**src/rtl/crc_serial_pkg.sv**
```systemverilog
package crc_serial_pkg;
  typedef enum logic {
    MODE_SHIFT = 1'b0,
    MODE_CALC  = 1'b1
  } crc_mode_e;
endpackage

```
**src/rtl/crc_next_state.sv**
```systemverilog
module crc_next_state #(
  parameter int          CRC_W = 16,
  parameter logic [CRC_W-1:0] POLY = 16'h8005
) (
  input  logic [CRC_W-1:0] cur,
  input  logic             din,
  input  logic             calc,
  output logic [CRC_W-1:0] nxt
);
  logic fb;
  logic tap_en;

  assign fb     = din ^ cur[CRC_W-1];
  assign tap_en = calc & fb;

  // Bit 0 takes only the constant term; higher bits take the shifted neighbour.
  assign nxt[0] = POLY[0] & tap_en;

  for (genvar i = 1; i < CRC_W; i++) begin : g_bit
    if (POLY[i]) begin : g_tap
      assign nxt[i] = cur[i-1] ^ tap_en;
    end else begin : g_plain
      assign nxt[i] = cur[i-1];
    end
  end
endmodule

```
**src/rtl/crc_state_reg.sv**
```systemverilog
module crc_state_reg #(
  parameter int CRC_W = 16
) (
  input  logic             clk,
  input  logic             rst_n,
  input  logic             clr,
  input  logic             en,
  input  logic [CRC_W-1:0] d,
  output logic [CRC_W-1:0] q
);
  always_ff @(posedge clk or negedge rst_n) begin
    if (!rst_n) begin
      q <= '0;
    end else if (clr) begin
      q <= '0;
    end else if (en) begin
      q <= d;
    end
  end
endmodule

```
**src/rtl/crc_zero_detect.sv**
```systemverilog
module crc_zero_detect #(
  parameter int CRC_W = 16
) (
  input  logic [CRC_W-1:0] val,
  output logic             is_zero
);
  assign is_zero = ~|val;
endmodule

```
**src/rtl/crc_serial_unit.sv**
```systemverilog
module crc_serial_unit
  import crc_serial_pkg::*;
#(
  parameter int               CRC_W = 16,
  parameter logic [CRC_W-1:0] POLY  = 16'h8005
) (
  input  logic clk,
  input  logic rst_n,
  input  logic clr,
  input  logic bit_valid,
  input  logic mode_calc,
  input  logic bit_in,
  output logic bit_out,
  output logic crc_zero
);
  localparam int TOP = CRC_W - 1;

  crc_mode_e        mode;
  logic [CRC_W-1:0] state_q;
  logic [CRC_W-1:0] state_d;

  assign mode = crc_mode_e'(mode_calc);

  crc_next_state #(.CRC_W(CRC_W), .POLY(POLY)) u_next (
    .cur  (state_q),
    .din  (bit_in),
    .calc (mode == MODE_CALC),
    .nxt  (state_d)
  );

  crc_state_reg #(.CRC_W(CRC_W)) u_reg (
    .clk   (clk),
    .rst_n (rst_n),
    .clr   (clr),
    .en    (bit_valid),
    .d     (state_d),
    .q     (state_q)
  );

  crc_zero_detect #(.CRC_W(CRC_W)) u_zero (
    .val     (state_q),
    .is_zero (crc_zero)
  );

  assign bit_out = (mode == MODE_CALC) ? bit_in : state_q[TOP];
endmodule

```
**config.mk**
```make
export PLATFORM = sky130hd
export DESIGN_NAME = crc_serial_unit
export DESIGN_NICKNAME = d
export VERILOG_FILES = /design/src/rtl/crc_serial_pkg.sv /design/src/rtl/crc_next_state.sv /design/src/rtl/crc_state_reg.sv /design/src/rtl/crc_zero_detect.sv /design/src/rtl/crc_serial_unit.sv
export SDC_FILE = /design/constraint.sdc
export NUM_CORES = 1
export LEC_CHECK = 0
export ABC_AREA = 1
export CAP_MARGIN = 0
export CELL_PAD_IN_SITES_DETAIL_PLACEMENT = 1
export CELL_PAD_IN_SITES_GLOBAL_PLACEMENT = 1
export CORE_MARGIN = 2
export CORE_UTILIZATION = 39
export CTS_BUF_LIST = sky130_fd_sc_hd__clkbuf_8
export DETAILED_ROUTE_END_ITERATION = 8
export GPL_ROUTABILITY_DRIVEN = 0
export PLACE_DENSITY_LB_ADDON = 0.12
export SETUP_SLACK_MARGIN = 0.5
export SLEW_MARGIN = 25
export SYNTH_ARGS = -nofsm -noshare
export SYNTH_HDL_FRONTEND = slang
export SYNTH_SLANG_ARGS = --single-unit
```
**constraint.sdc**
```tcl
create_clock -name clk -period 1.25 [get_ports clk]
set_clock_uncertainty 0.05 [all_clocks]
set_input_delay 0.3125 -clock clk [delete_from_list [all_inputs] [get_ports clk]]
set_output_delay 0.3125 -clock clk [all_outputs]
set_load 0.005 [all_outputs]
```
==> flow_summary.ini, run 1 <==
[run_status]
status = aborted with a tool error
haltStage = 5_1_grt
first-error = [ERROR DPL-0033] detailed placement checks failed during check placement.

[floorplan]
initial_core_util_pct = 41.6
die_h_um = 46.9
rows = 15
dieWidth_um = 46.9
pin_count = 8

[sta]
worst_endpoint = crc_zero
worstEndpointType = output port

[logic_synthesis]
syn-cell-area_um2 = 718
synthCells = 78
ys_warn_count = 0
ys_ff_latch = 16
yosysTopAreaCell = dfrtp_1
synth.area.top_cells = dfrtp_1 56%, o22ai_1 11%, inv_1 9.4%
avgSynthCellArea_um2 = 9.21
synth_fp_nets = 84
yosysUniqueCellTypes = 14
synthDominantCellAreaShare_pct = 55.7
yosysSeqAreaShare_pct = 55.7

[clocking]
numCtsBuffers = 3
cts.sinks = 16
cts-root-buf = clkbuf_8
htreeDepth = 1
cts_buffer_depth = 2

[placed_design]
place_ws_ps = -561
numPortBuffers = 7
dp_hpwl_mm = 1.36

[grt]
grt_max_degree = 17
antenna_found_initial = 0
==> cells by family after synthesis <==
| family | count (synthesis) | synth area share, % |
|---|---|---|
| AO/OA/AOI/OAI | 15 | 12.7 |
| flip-flops | 16 | 55.7 |
| AND/OR/NAND/NOR | 25 | 17.9 |
| buffers and inverters | 22 | 13.6 |
==> metrics by stage <==
| stage | cells | instance area [um2] | TNS, ps | util, % |
|---|---|---|---|---|
| floorplan | 78 | 749 | 0 | - |
| global placement | 125 | 981 | -3660 | 56.8 |
| detailed placement | 125 | 981 | -4050 | 56.8 |
| CTS | 134 | 1240 | -441 | 72.0 |
==> synthesized netlist by cell type <==
library cell  instances
buf_6                 2
dfrtp_1              16
inv_1                18
inv_2                 2
nand2_1               9
nand2_2               2
nand2_4               1
nand3_1               2
nand3_2               1
nand4_1               5
nor2_1                4
nor3_1                1
o21ai_0               2
o22ai_1              13
==> timing repair <==
action,CTS
gates resized for setup,60
hold buffers,0
setup buffers,3
cloned,2
setup endpoints to repair,18
endpoints found under the hold margin,0
pin swaps,13
==> run 2: changes to the inputs <==
CELL_PAD_IN_SITES_DETAIL_PLACEMENT = not set   (was 1)
CELL_PAD_IN_SITES_GLOBAL_PLACEMENT = not set   (was 1)
CORE_AREA = 2 2 63 65   (was not set)
CORE_MARGIN = not set   (was 2)
CORE_UTILIZATION = not set   (was 39)
CTS_BUF_LIST = not set   (was sky130_fd_sc_hd__clkbuf_8)
DIE_AREA = 0 0 65 67   (was not set)
PLACE_DENSITY_LB_ADDON = 0.15   (was 0.12)
SETUP_SLACK_MARGIN = not set   (was 0.5)
==> run 2 against run 1 <==
Net effect: the flow now finishes, with violations (negative setup slack); synthesized cell count unchanged; synthesized area unchanged.
==> flow_summary.ini, run 2 <==
[finish]
diodes = 0
area_growth_pct = 43.2
final_cell_mix = 18 x inv_1, 16 x buf_4, 16 x dfrtp_1, 13 x o22ai_1, 9 x nand2_1
largest_register_ffs = 16
nNetsFinal = 112
top_regs = u_reg.q x16
drive_gt1_share_pct = 30.5
regMostFlops = u_reg.q
fin_area_um2 = 1030
layout_commonest_cell = inv_1

[sta]
grt_setup_unrepaired = true
finalHoldViolations = 0
whs_ps = 333
finalCritPeriodShare_pct = 121
max_freq_ghz = 0.664
setup_viol = 2
relSlewSlack_pct = 85.5
slew_viol_final = 0
setup_slack_ps = -257
worst_slew_pin_slew_ps = 217
min_period_ps = 1510

[clocking]
cts_tree = yes
cts_buffer_depth = 2
insertion_delay_ps = 250
clk_pin_slew_ps = 60
cts-root-buf = clkbuf_8
htreeDepth = 1
cts.sinks = 16
postCtsHoldBufs = 0
numCtsBuffers = 3

[floorplan]
core_um2 = 3610
die_h_um = 67
rows = 22
dieArea_um2 = 4360
pin_count = 8
initial_core_util_pct = 19.9
dieWidth_um = 65

[critical_path]
critPathCaptureType = primary output
r2r_start = u_reg.q[15]
rr_endpoint = u_reg.q[2]
r2r_cells = 8
crit_arrival_ps = 1140
reg2reg_slack_ps = 140
start_kind = flip-flop
crit_type = reg -> out
crit_fanout = 2
required_ps = 890

[grt]
grt_max_degree = 17
gr-total-overflow = 0
grt_pass1_wl_mm = 2.83
grt_pass1_vias = 638
antenna_found_initial = 0
grt_usage_pct = 8.69

[job]
maxCapViolations = 0

[drt]
drc = 0
first_iter_violations = 10
drt_pre_antenna_iters = 3
via_per_inst = 3.93
wl_mm = 1.52
wire_per_inst_um = 9.92
postRouteAntennaNets = 0
vias = 601

[logic_synthesis]
syn-cell-area_um2 = 718
synthCells = 78
yosysSeqAreaShare_pct = 55.7
yosysTopAreaCell = dfrtp_1
synth_common_cells = 18 x inv_1, 16 x dfrtp_1, 13 x o22ai_1
synthArstFlopShare_pct = 100
post-synth-top-count-cell = inv_1
yosysUniqueCellTypes = 14
synthDominantCellAreaShare_pct = 55.7
synth_fp_nets = 84
synth_edf_count = 0
synth.area.top_cells = dfrtp_1 56%, o22ai_1 11%, inv_1 9.4%
synth_ff_type = dfrtp_1
avgSynthCellArea_um2 = 9.21
ys_warn_count = 0
ys_ff_latch = 16

[power]
seqPwrFrac_pct = 47.4
power_frac_comb_pct = 11.3
power_frac_clock_pct = 41.2
peakVddDrop_v = 0.000488
intPower_w = 0.000865
p_sw_w = 0.000248
switching_share_pct = 22.3
leakage_nw = 0.494
powerDensity_nw_per_um2 = 1080

[placed_design]
numPortBuffers = 7
dp_hpwl_mm = 1.14
placed_cell_area_um2 = 958

[run_status]
status = finished, violations left
violations = negative setup slack

[hold_path]
hp-class = in -> async
run 2: repair_timing:
action,CTS,global route
setup endpoints to repair,2,2
resized for setup,14,0
setup buffers,2,0
pin swaps,2,2
run 2: cell type report:
| type | count | area, um2 |
|---|---|---|
| clock buffer | 4 | 55.1 |
| tap | 48 | 60.1 |
| multi-input combinational | 40 | 229 |
| timing repair buffer | 25 | 209 |
| sequential | 16 | 400 |
| inverter | 20 | 75.1 |
| fill | 405 | 2580 |
run 2: layer usage:
metal	wire length [um]	track usage, %
met5	0	0
met4	27	3.19
met3	58	3.04
met2	715	14.6
met1	714	10.2
run 2: cell families after synthesis:
kind of cell    Yosys count  synth area share (%)
flops                    16                  55.7
compound gates           15                  12.7
buf+inv                  22                  13.6
simple gates             25                  17.9
run 2: power groups by stage:
stage	sequential, W	combinational (W)	clock [W]
final	0.000528	0.000126	0.000459
after global routing	0.000528	0.000142	0.000509
after CTS	0.000528	0.000130	0.000478
after detailed placement	0.000538	0.000129	0
after global placement	0.000538	0.000129	0
after floorplan	0.000537	0.0000521	0
run 2: critical path: stages, from the launching register on:
cell,delay (ps)
dfrtp_1,390
nor2_1,120
nand4_1,120
nor3_2,140
buf_2,140
run 2: worst max path at each step:
stage                     start        to  slack [ps]  cells after the start
floorplan           u_reg.q[15]  crc_zero         150                      3
global placement      mode_calc   bit_out        -550                      4
detailed placement    mode_calc   bit_out        -600                      3
CTS                  u_reg.q[2]  crc_zero        -360                      4
global route         u_reg.q[6]  crc_zero        -330                      4
finish               u_reg.q[2]  crc_zero        -260                      4
run 2: metrics by stage:
stage	total power [W]	setup slack, ps	cells	utilization (%)	setup TNS, ps
detailed placement	0.000667	-599	147	26.6	-2530
global placement	0.000666	-546	147	26.6	-2450
global route	0.00118	-334	153	28.5	-501
finish	0.00111	-257	153	28.5	-347
floorplan	0.000589	154	78	-	0
CTS	0.00114	-356	153	28.5	-472
Power figures use the tool's default switching activity.
==> run 3: changes to the inputs <==
--- a/constraint.sdc
+++ b/constraint.sdc
@@ -4,2 +4,2 @@
 set_output_delay 0.3125 -clock clk [all_outputs]
-set_load 0.005 [all_outputs]
+set_load 0.01 [all_outputs]
==> run 3 against run 2 <==
Net effect: the run still ends with negative setup slack left; setup slack got worse by 8.5 ps; maximum frequency fell by 0.56%; routed wire length barely moved; clock-buffer cell count unchanged.
==> flow_summary.ini, run 3 (synthesis gave the netlist of run 2 again) <==
[critical_path]
crit_type = reg -> out
r2r_cells = 8
max_stage_delay_ps = 380
cp_cell_sequence = nor2_1 > nand4_1 > nor3_2 > buf_2
crit_slowest_cell = dfrtp_1
critPathCaptureType = primary output
crit_fanout = 2
crit_arrival_ps = 1150
start_kind = flip-flop
required_ps = 890

[job]
maxCapViolations = 0

[grt]
gr-total-overflow = 0
grt_pass1_vias = 638
grt_pass1_wl_mm = 2.83
grt_usage_pct = 8.69
grt_max_degree = 17
antenna_found_initial = 0

[power]
power_frac_comb_pct = 11.6
seqPwrFrac_pct = 47.3
power_frac_clock_pct = 41.1
p_sw_w = 0.000250
powerDensity_nw_per_um2 = 1080
leakage_nw = 0.494
peakVddDrop_v = 0.000488
intPower_w = 0.000865
switching_share_pct = 22.5

[sta]
finalHoldViolations = 0
min_period_ps = 1520
setup_viol = 2
setup_slack_ps = -265
slew_viol_final = 0
max_freq_ghz = 0.660
finalCritPeriodShare_pct = 121
grt_setup_unrepaired = true
relSlewSlack_pct = 85.5
worst_slew_pin_slew_ps = 217
whs_ps = 333

[clocking]
cts_tree = yes
insertion_delay_ps = 250
postCtsHoldBufs = 0
htreeDepth = 1
numCtsBuffers = 3
cts.sinks = 16
clk_pin_slew_ps = 60
cts_buffer_depth = 2
cts-root-buf = clkbuf_8

[floorplan]
dieWidth_um = 65
pin_count = 8
initial_core_util_pct = 19.9
dieArea_um2 = 4360
rows = 22
die_h_um = 67
core_um2 = 3610

[finish]
fin_area_um2 = 1030
layout_commonest_cell = inv_1
regMostFlops = u_reg.q
diodes = 0
final_cell_mix = 18 x inv_1, 16 x buf_4, 16 x dfrtp_1, 13 x o22ai_1, 9 x nand2_1
largest_register_ffs = 16
top_regs = u_reg.q x16
num-fill-cells = 405
area_growth_pct = 43.2
drive_gt1_share_pct = 30.5
nNetsFinal = 112

[drt]
drt_pre_antenna_iters = 3
wl_mm = 1.52
vias = 601
via_per_inst = 3.93
first_iter_violations = 12
postRouteAntennaNets = 0
wire_per_inst_um = 9.92
drc = 0

[placed_design]
placed_cell_area_um2 = 958
numPortBuffers = 7
dp_hpwl_mm = 1.14

[hold_path]
hp-class = in -> async

[run_status]
violations = negative setup slack
status = finished, violations left
run 3: cell counts in the layout (fill, tap and decap cells not counted):
No cell type changed its count.
run 3: final timing paths:
path | from | to | slack, ps
hold / removal | rst_n | u_reg.q[2] | 330
setup reg to reg | u_reg.q[15] | u_reg.q[2] | 140
max in group asynchronous | rst_n | u_reg.q[11] | 630
min in group clk | u_reg.q[9] | u_reg.q[9] | 510
hold reg to reg | u_reg.q[9] | u_reg.q[9] | 510
setup / recovery | u_reg.q[5] | crc_zero | -270
run 3: through the flow:
stage / power [W] / cells / setup WS (ps) / utilization [%] / setup TNS [ps]
after CTS: 0.00114 / 153 / -366 / 28.5 / -499
after detailed placement: 0.000670 / 147 / -634 / 26.6 / -2600
final: 0.00112 / 153 / -265 / 28.5 / -373
after global routing: 0.00118 / 153 / -352 / 28.5 / -537
after floorplan: 0.000592 / 78 / 52.7 / - / 0
after global placement: 0.000669 / 147 / -581 / 26.6 / -2530
run 3: worst max-delay path: cells and delay by family (launching register included):
family / cells / cell delay [ps]
DFF: 1 / 380
and+or+nand+nor: 3 / 370
buffers and inverters: 1 / 160
run 3: final cells by class:
| type | instances | area (um2) | share of cell area (%) |
|---|---|---|---|
| Multi-Input combinational cell | 40 | 229 | 22.3 |
| Tap cell | 48 | 60.1 | 5.84 |
| Timing Repair Buffer | 25 | 209 | 20.3 |
| Clock buffer | 4 | 55.1 | 5.35 |
| Inverter | 20 | 75.1 | 7.30 |
| Sequential cell | 16 | 400 | 38.9 |
run 3: per-layer routing:
metal	wire [um]	up-vias	part of all wire [%]	global-route usage (%)
met5	0	-	0	0
met4	27	0	1.8	3.19
met3	58	2	3.8	3.04
met2	715	9	47	14.6
met1	716	280	47	10.2
li1	-	310	-	-
run 3: power groups by stage:
stage | logic (W) | clock network (W) | registers [W]
6_report | 0.000129 | 0.000458 | 0.000528
5_1_grt | 0.000145 | 0.000509 | 0.000528
4_1_cts | 0.000133 | 0.000478 | 0.000528
3_5_place_dp | 0.000132 | 0 | 0.000538
3_3_place_gp | 0.000132 | 0 | 0.000538
2_1_floorplan | 0.0000550 | 0 | 0.000537
run 3: repair_timing:
action,CTS,global route
pin swaps,1,2
setup endpoints to repair,2,2
buffers inserted,2,0
endpoints found under the hold margin,0,0
resized for setup,14,0
